$ cat config.mk
export PLATFORM = sky130hd
export DESIGN_NAME = vref_power_ctrl
export DESIGN_NICKNAME = d
export VERILOG_FILES = /design/src/rtl/vpc_pkg.sv /design/src/rtl/vpc_ref_commit.sv /design/src/rtl/vpc_settle_timer.sv /design/src/rtl/vpc_core_gate.sv /design/src/rtl/vref_power_ctrl.sv
export SDC_FILE = /design/constraint.sdc
export NUM_CORES = 1
export LEC_CHECK = 0
export BUFFER_PORTS_ARGS = -buffer_cell sky130_fd_sc_hd__buf_2
export CAP_MARGIN = 40
export CORE_MARGIN = 10
export CORE_UTILIZATION = 55
export CTS_BUF_LIST = sky130_fd_sc_hd__clkbuf_4
export DETAILED_ROUTE_END_ITERATION = 6
export PLACE_DENSITY = 0.82
export SYNTH_ARGS = -nofsm -noshare
export SYNTH_HDL_FRONTEND = slang
export SYNTH_HIERARCHICAL = 1
export SYNTH_SLANG_ARGS = --single-unit
$ cat constraint.sdc
create_clock -name clk -period 2.1 [get_ports clk]
set_clock_uncertainty 0.2 [all_clocks]
set_input_delay 0.21 -clock clk [delete_from_list [all_inputs] [get_ports clk]]
set_output_delay 0.21 -clock clk [all_outputs]
set_load 0.005 [all_outputs]
$ cat src/rtl/vpc_pkg.sv
package vpc_pkg;
  typedef enum logic [1:0] {
    PM_SLEEP    = 2'b00,
    PM_CORE     = 2'b01,
    PM_REF      = 2'b10,
    PM_BOTH     = 2'b11
  } pwr_mode_e;

  localparam int REF_BIT  = 1;
  localparam int CORE_BIT = 0;

  function automatic logic wants_ref(input logic [1:0] m);
    return m[REF_BIT];
  endfunction

  function automatic logic wants_core(input logic [1:0] m);
    return m[CORE_BIT];
  endfunction
endpackage

$ cat src/rtl/vpc_ref_commit.sv
module vpc_ref_commit (
  input  logic clk,
  input  logic rst_n,
  input  logic cmd_valid_i,
  input  logic ref_bit_i,
  input  logic boundary_i,
  output logic ref_en_o,
  output logic turn_on_o
);
  logic ref_q, pend_q;
  logic ref_d, pend_d;
  logic commit;

  // Boundary is applied first, then any command in the same cycle.
  always_comb begin
    commit = boundary_i & pend_q;
    ref_d  = ref_q | commit;
    pend_d = pend_q & ~commit;
    if (cmd_valid_i) begin
      if (!ref_bit_i) begin
        ref_d  = 1'b0;
        pend_d = 1'b0;
      end else if (!ref_d) begin
        pend_d = 1'b1;
      end
    end
  end

  always_ff @(posedge clk) begin
    if (!rst_n) begin
      ref_q  <= 1'b0;
      pend_q <= 1'b0;
    end else begin
      ref_q  <= ref_d;
      pend_q <= pend_d;
    end
  end

  assign ref_en_o  = ref_q;
  assign turn_on_o = ~ref_q & ref_d;

  AST_NO_EARLY_ON: assert property (@(posedge clk) disable iff (!rst_n)
    (!ref_q && !boundary_i) |=> !ref_q);
  AST_OFF_AT_ONCE: assert property (@(posedge clk) disable iff (!rst_n)
    (cmd_valid_i && !ref_bit_i) |=> (!ref_q && !pend_q));
  AST_KEEP_ON: assert property (@(posedge clk) disable iff (!rst_n)
    (ref_q && cmd_valid_i && ref_bit_i) |=> ref_q);
endmodule

$ cat src/rtl/vpc_settle_timer.sv
module vpc_settle_timer #(
  parameter int CNT_W = 16
) (
  input  logic             clk,
  input  logic             rst_n,
  input  logic             load_i,
  input  logic [CNT_W-1:0] load_val_i,
  input  logic             run_i,
  output logic             ready_o
);
  localparam logic [CNT_W-1:0] ZERO = '0;

  logic [CNT_W-1:0] cnt_q;

  always_ff @(posedge clk) begin
    if (!rst_n) begin
      cnt_q <= ZERO;
    end else if (load_i) begin
      cnt_q <= load_val_i;
    end else if (run_i && cnt_q != ZERO) begin
      cnt_q <= cnt_q - 1'b1;
    end
  end

  assign ready_o = run_i && (cnt_q == ZERO);

  AST_LOAD_HOLDS_READY_LOW: assert property (@(posedge clk) disable iff (!rst_n)
    (load_i && load_val_i != ZERO) |=> !ready_o);
  AST_COUNT_MONOTONIC: assert property (@(posedge clk) disable iff (!rst_n)
    (run_i && !load_i && cnt_q != ZERO) |=> (cnt_q == $past(cnt_q) - 1'b1));
endmodule

$ cat src/rtl/vpc_core_gate.sv
module vpc_core_gate (
  input  logic clk,
  input  logic rst_n,
  input  logic cmd_valid_i,
  input  logic core_bit_i,
  input  logic conv_start_i,
  input  logic conv_done_i,
  output logic adc_en_o
);
  logic hold_q, busy_q;

  always_ff @(posedge clk) begin
    if (!rst_n) begin
      hold_q <= 1'b0;
      busy_q <= 1'b0;
    end else begin
      if (cmd_valid_i) hold_q <= core_bit_i;
      if (conv_start_i)     busy_q <= 1'b1;
      else if (conv_done_i) busy_q <= 1'b0;
    end
  end

  assign adc_en_o = hold_q | busy_q;

  AST_MODE_HOLDS_CORE: assert property (@(posedge clk) disable iff (!rst_n)
    (cmd_valid_i && core_bit_i) |=> adc_en_o);
  AST_IDLE_CORE_OFF: assert property (@(posedge clk) disable iff (!rst_n)
    (conv_done_i && !conv_start_i && !(cmd_valid_i ? core_bit_i : hold_q)) |=> !adc_en_o);
endmodule

$ cat src/rtl/vref_power_ctrl.sv
module vref_power_ctrl #(
  parameter int CNT_W = 16
) (
  input  logic             clk,
  input  logic             rst_n,
  input  logic             cmd_valid,
  input  logic [1:0]       cmd_mode,
  input  logic             bus_stop,
  input  logic             bus_rstart,
  input  logic [CNT_W-1:0] settle_cycles,
  input  logic             conv_start,
  input  logic             conv_done,
  output logic             ref_en,
  output logic             adc_en,
  output logic             ref_ready
);
  import vpc_pkg::*;

  logic boundary;
  logic turn_on;

  assign boundary = bus_stop | bus_rstart;

  vpc_ref_commit u_commit (
    .clk         (clk),
    .rst_n       (rst_n),
    .cmd_valid_i (cmd_valid),
    .ref_bit_i   (wants_ref(cmd_mode)),
    .boundary_i  (boundary),
    .ref_en_o    (ref_en),
    .turn_on_o   (turn_on)
  );

  vpc_settle_timer #(.CNT_W(CNT_W)) u_timer (
    .clk        (clk),
    .rst_n      (rst_n),
    .load_i     (turn_on),
    .load_val_i (settle_cycles),
    .run_i      (ref_en),
    .ready_o    (ref_ready)
  );

  vpc_core_gate u_gate (
    .clk          (clk),
    .rst_n        (rst_n),
    .cmd_valid_i  (cmd_valid),
    .core_bit_i   (wants_core(cmd_mode)),
    .conv_start_i (conv_start),
    .conv_done_i  (conv_done),
    .adc_en_o     (adc_en)
  );

  AST_READY_NEEDS_REF: assert property (@(posedge clk) disable iff (!rst_n)
    ref_ready |-> ref_en);
  AST_RESET_QUIET: assert property (@(posedge clk)
    $past(!rst_n) |-> (!ref_en && !ref_ready));
endmodule

# Yosys cells after proc, flatten, opt, wreduce, memory -nomap -nowiden
# Cells that the tools add are included.
dict set report classes {
  mux 9
  bitwise_logic 8
  add_sub_neg 1
  reduce_logical 6
}
# cell n
set ops {}
lappend ops {{$mux W16} 2}
lappend ops {{$logic_not A16 Y1} 1}
lappend ops {{$reduce_bool A16 Y1} 1}
lappend ops {{$sub A16 B1 Y16 const B} 1}
lappend ops {{$mux W1} 7}
lappend ops {{$reduce_bool A2 Y1} 2}
lappend ops {{$and A1 B1 Y1} 3}
lappend ops {{$or A1 B1 Y1} 3}
lappend ops {{$logic_and A1 B1 Y1} 2}
lappend ops {{$not A1 Y1} 2}
dict set report totals {
  output_inout_bits 3
  wordCells 29
  in_bits 25
  ff_bits 20
}

# Longest topological paths before layout
dict set report depth {
  ltp_word 7
  ltp_mapped 7
  ltp_nobuf 7
}

# Hierarchy
# The synthesis kept the hierarchy.
# module n_inst area_per_inst_um2 seq_area_each_um2 cells_each
set modules_own_cells {}
lappend modules_own_cells {vpc_settle_timer 1 969.7 320.3 117}
lappend modules_own_cells {vpc_ref_commit 1 100.1 40.0 10}
lappend modules_own_cells {vpc_core_gate 1 83.8 40.0 7}
lappend modules_own_cells {vref_power_ctrl 1 6.3 0.0 1}

# Least setup slack after synthesis
# Ideal clock, no wire load.
dict set report synth_path {
  path_kind {register to register}
  startpoint {register u_timer.cnt_q[0]}
  endpoint {register u_timer.cnt_q[14]}
  synth_period_minus_slack_ps 1867
  arrival_ps 1534
  path_stages_with_launch 8
  setup_time_ps 133
  setup_slack_ps 233
  path_cell_list {dfxtp_1 > inv_1 > ha_1 > nor4b_4 > nand2_1 > nor3_1 > mux2i_1 > a21oi_1}
}
dict set report synth_via {
  elab_chain_cells 3
  elab_cells_between_ends 6
  classes_between {1 x add/sub; 2 x mux; 3 x reduce/logical}
}
# item line
set synth_lines {}
lappend synth_lines {{from (decl)} vpc_settle_timer.sv:13} ;# logic [CNT_W-1:0] cnt_q;
lappend synth_lines {{from (signal assigned)} vpc_settle_timer.sv:19} ;# cnt_q <= load_val_i;
lappend synth_lines {{from (signal assigned)} vpc_settle_timer.sv:21} ;# cnt_q <= cnt_q - 1'b1;
lappend synth_lines {{$sub A16 B1 Y16 / $reduce_bool A16 Y1 (equally long branches)} {vpc_settle_timer.sv:21, vpc_settle_timer.sv:20}}
lappend synth_lines {{$mux W16 / $logic_and A1 B1 Y1 (equally long branches)} vpc_settle_timer.sv:20} ;# end else if (run_i && cnt_q != ZERO) begin
lappend synth_lines {{$mux W16 / $reduce_bool A2 Y1 (equally long branches)} n/a}
# Parallel ways exist; a longest one is shown, timed or not. The select of a mux whose other input is x is not followed.
# A chain may end at the register's enable or synchronous reset.

# Worst setup path after layout
dict set report layout_path {
  startpoint {register u_timer.cnt_q[8]}
  endpoint {register u_timer.cnt_q[1]}
}
dict set report layout_via {
  elab_chain_cells 3
}
# item line
set layout_lines {}
lappend layout_lines {{$reduce_bool A16 Y1} vpc_settle_timer.sv:20}
lappend layout_lines {{$logic_and A1 B1 Y1} vpc_settle_timer.sv:20}
lappend layout_lines {{$reduce_bool A2 Y1 (no source line)} n/a}
# No other way between the ends.

==> run_results.csv <==
group,metric,value,unit
outcome,status,"finished with violations",
outcome,violations,"negative hold slack",
cts,clockRootBuffer,"clkbuf_4",
yosys,synth_area,0.00116,sq mm
routing,drt-total-wl,3140,microns
yosys,synthTopCellsByArea,"dfxtp_1, a21oi_1, o21ai_0",
cts,ctsLongestPathBuffers,2,
min_path,hp-class,"input port to flip-flop",
power_and_ir_drop,pwr_density_cell,612,mW/mm^2
worst_setup_path,slowest_stage,"and4_1",
grt,antenna_found_initial,0,
timing,period_needed,1.99,ns
worst_setup_path,cp-end-kind,"flip-flop",
placed_design,post_dp_cell_area,0.00134,sq mm
cells_and_area,finish.utilization,0.781,
flow_run,maxCapViolCount,0,
yosys,syn_nets,161,
yosys,avgSynthCellArea,8.59,sq um
grt,overflow,0,
worst_setup_path,cp.arrival,2.04,ns
timing,report.final.hold_viol_count,2,
timing,report.final.slew_viol_count,0,
cells_and_area,n_antenna_cell,0,
yosys,yosysWarningCount,6,
worst_setup_path,required,2.15,ns
grt,grt_pass1_vias,1275,
timing,setup_viol,0,
cts,htree_levels,1,
power_and_ir_drop,ir_drop,431,uV
yosys,post-synth-top-area-cell,"dfxtp_1",
timing,final.setup.tns,0,ns
timing,rsz0062_at_grt,"false",
timing,timing.final.ws_setup,0.111,ns
yosys,synth-main-ff-cell,"dfxtp_1",
grt,grt_first_pass_wirelength,5230,microns
grt,grt_max_degree,21,
routing,first_pass_iters,4,
cells_and_area,fin_area,0.00155,sq mm
timing,relSlewSlack,0.782,
grt,track_usage,0.144,
power_and_ir_drop,p_leak,0.638,nW
routing,drc,0,
routing,initialDrtViolationCount,22,
yosys,syn_inst,135,
worst_setup_path,path_cells,"nor4_4 > and4_1 > nand2_1 > a311oi_1 > a32o_1",
routing,ant_nets,0,
timing,fmax,0.503,GHz
cells_and_area,area_growth_syn_to_layout,33.4,%
placed_design,dp_slack,0.0158,ns
yosys,synth-edff-count,0,
worst_setup_path,worstSetupPathType,"flip-flop to flip-flop",
yosys,synth_top_area_share,0.345,
cts,cts_made_buffers,3,
yosys,ys_types,41,
routing,num_vias,1217,
cells_and_area,drive_above_1_share,0.273,
cts,clk_latency,0.30,ns
cts,tritoncts,"done",
floorplan,die-height,65.9,microns
floorplan,num_rows,16,
worst_setup_path,critPathMaxStageDelay,0.44,ns
placed_design,routabilityCongestion,0.917,
floorplan,core_area,0.00198,sq mm
cells_and_area,final_cell_mix,"buf_2, dfxtp_1, a21oi_1",
timing,whs,-0.00594,ns
timing,tightest_slew,0.327,ns
cells_and_area,num-nets-final,211,
floorplan,dieArea,0.00435,sq mm
timing,fin_crit_sh,0.947,
cts,clock_sinks,20,
routing,routedWlPerCell,14.9,microns
placed_design,port_buffers,27,
worst_setup_path,startpoint_type,"flip-flop",
floorplan,start_util,0.585,
cells_and_area,fillCellCount,134,
cells_and_area,final_common_cell,"buf_2",
yosys,async_flop_share,0,
worst_setup_path,crit_fanout,8,
floorplan,boundaryPins,28,
routing,vias_per_cell,5.80,
cts,clk_pin_slew_worst_paths,0.11,ns
yosys,ys_seq_area_frac,0.345,
floorplan,die_width,65.9,microns
yosys,synth-seq-cells,20,
placed_design,dp_hpwl,2190,microns
[metal layers]
layer,vias to the layer above,global-route usage,part of all wire
met4,0,0.0588,0.020
li1,592,-,-
met3,10,0.0373,0.066
met2,54,0.251,0.49
met5,-,0,0
met1,561,0.161,0.42
[area by class of cell]
cell class / instances / area [sq um] / area share
Multi-Input combinational cell: 105 / 729 / 0.471
Sequential cell: 20 / 400 / 0.259
Timing Repair Buffer: 50 / 343 / 0.222
Tap cell: 27 / 33.8 / 0.0218
Clock buffer: 3 / 22.5 / 0.0146
Inverter: 5 / 18.8 / 0.0121
[critical path, delay by kind of cell (launching register included)]
family	cells	cell delay [ns]
simple gates	3	0.93
flops	1	0.37
compound gates	2	0.44
[logic make-up (layout without fill, tap and decap cells)]
logic type / count (synthesis) / count (layout) / share of synthesized area
AOI/OAI and AO/OA: 45 / 45 / 0.234
adders and majority gates: 1 / 1 / 0.0108
muxes: 4 / 4 / 0.0345
DFF: 20 / 20 / 0.345
xor gates and xnor gates: 9 / 9 / 0.0680
and+or+nand+nor: 46 / 46 / 0.269
buffers and inverters: 10 / 58 / 0.0388
[stage by stage]
step / power, mW / hold WS (ns) / cells
CTS: 0.915 / 0.00240 / 208
detailed placement: 0.698 / 0.223 / 189
global placement: 0.685 / 0.217 / 189
floorplan: 0.634 / 0.127 / 135
global route: 0.993 / 0.0243 / 210
finish: 0.947 / -0.00594 / 210
[synth_stat cells (all sizes together) (2+ instances only)]
cell	number
a211oi	3
a21oi	19
buf	2
clkbuf	3
dfxtp	20
inv	4
mux2i	4
nand2	9
nand3	2
nor2	7
nor2b	4
nor3	9
nor3b	2
o21a	2
o21ai	15
or2	3
or3	2
xnor2	8
[repair_timing]
item / in CTS / in global routing
hold endpoints to repair: 14 / 0
gates resized for setup: 0 / 3
cloned: 0 / 0
pin swaps: 2 / 2
setup endpoints to repair: 1 / 6
setup buffers: 2 / 2
hold buffers: 14 / 0
[state kept, by name (all words and copies together) (netlist names)]
signal             flops
u_timer/cnt_q         16
u_gate/busy_q          1
u_gate/hold_q          1
u_commit/pend_q        1
u_commit/ref_en_o      1
[path summary, 6_finish.rpt]
kind	slack, ns	depth (start not counted)	endpoint	from
worst min-delay path	-0.006	3	u_timer/cnt_q[8]	settle_cycles[8]
worst max-delay path	0.11	5	u_timer/cnt_q[1]	u_timer/cnt_q[8]
worst max register to register	0.11	5	u_timer/cnt_q[1]	u_timer/cnt_q[8]
worst min register to register	0.34	2	u_gate/hold_q	u_gate/hold_q
[where the power goes]
group          total [mW]  switching, mW  leakage [nW]  internal, mW
logic               0.324          0.168         0.461         0.156
clock network       0.185          0.119        0.0138        0.0668
registers           0.437         0.0321         0.163         0.405
total               0.947          0.319         0.638         0.628
No activity file was read; power rests on OpenSTA's default activity.
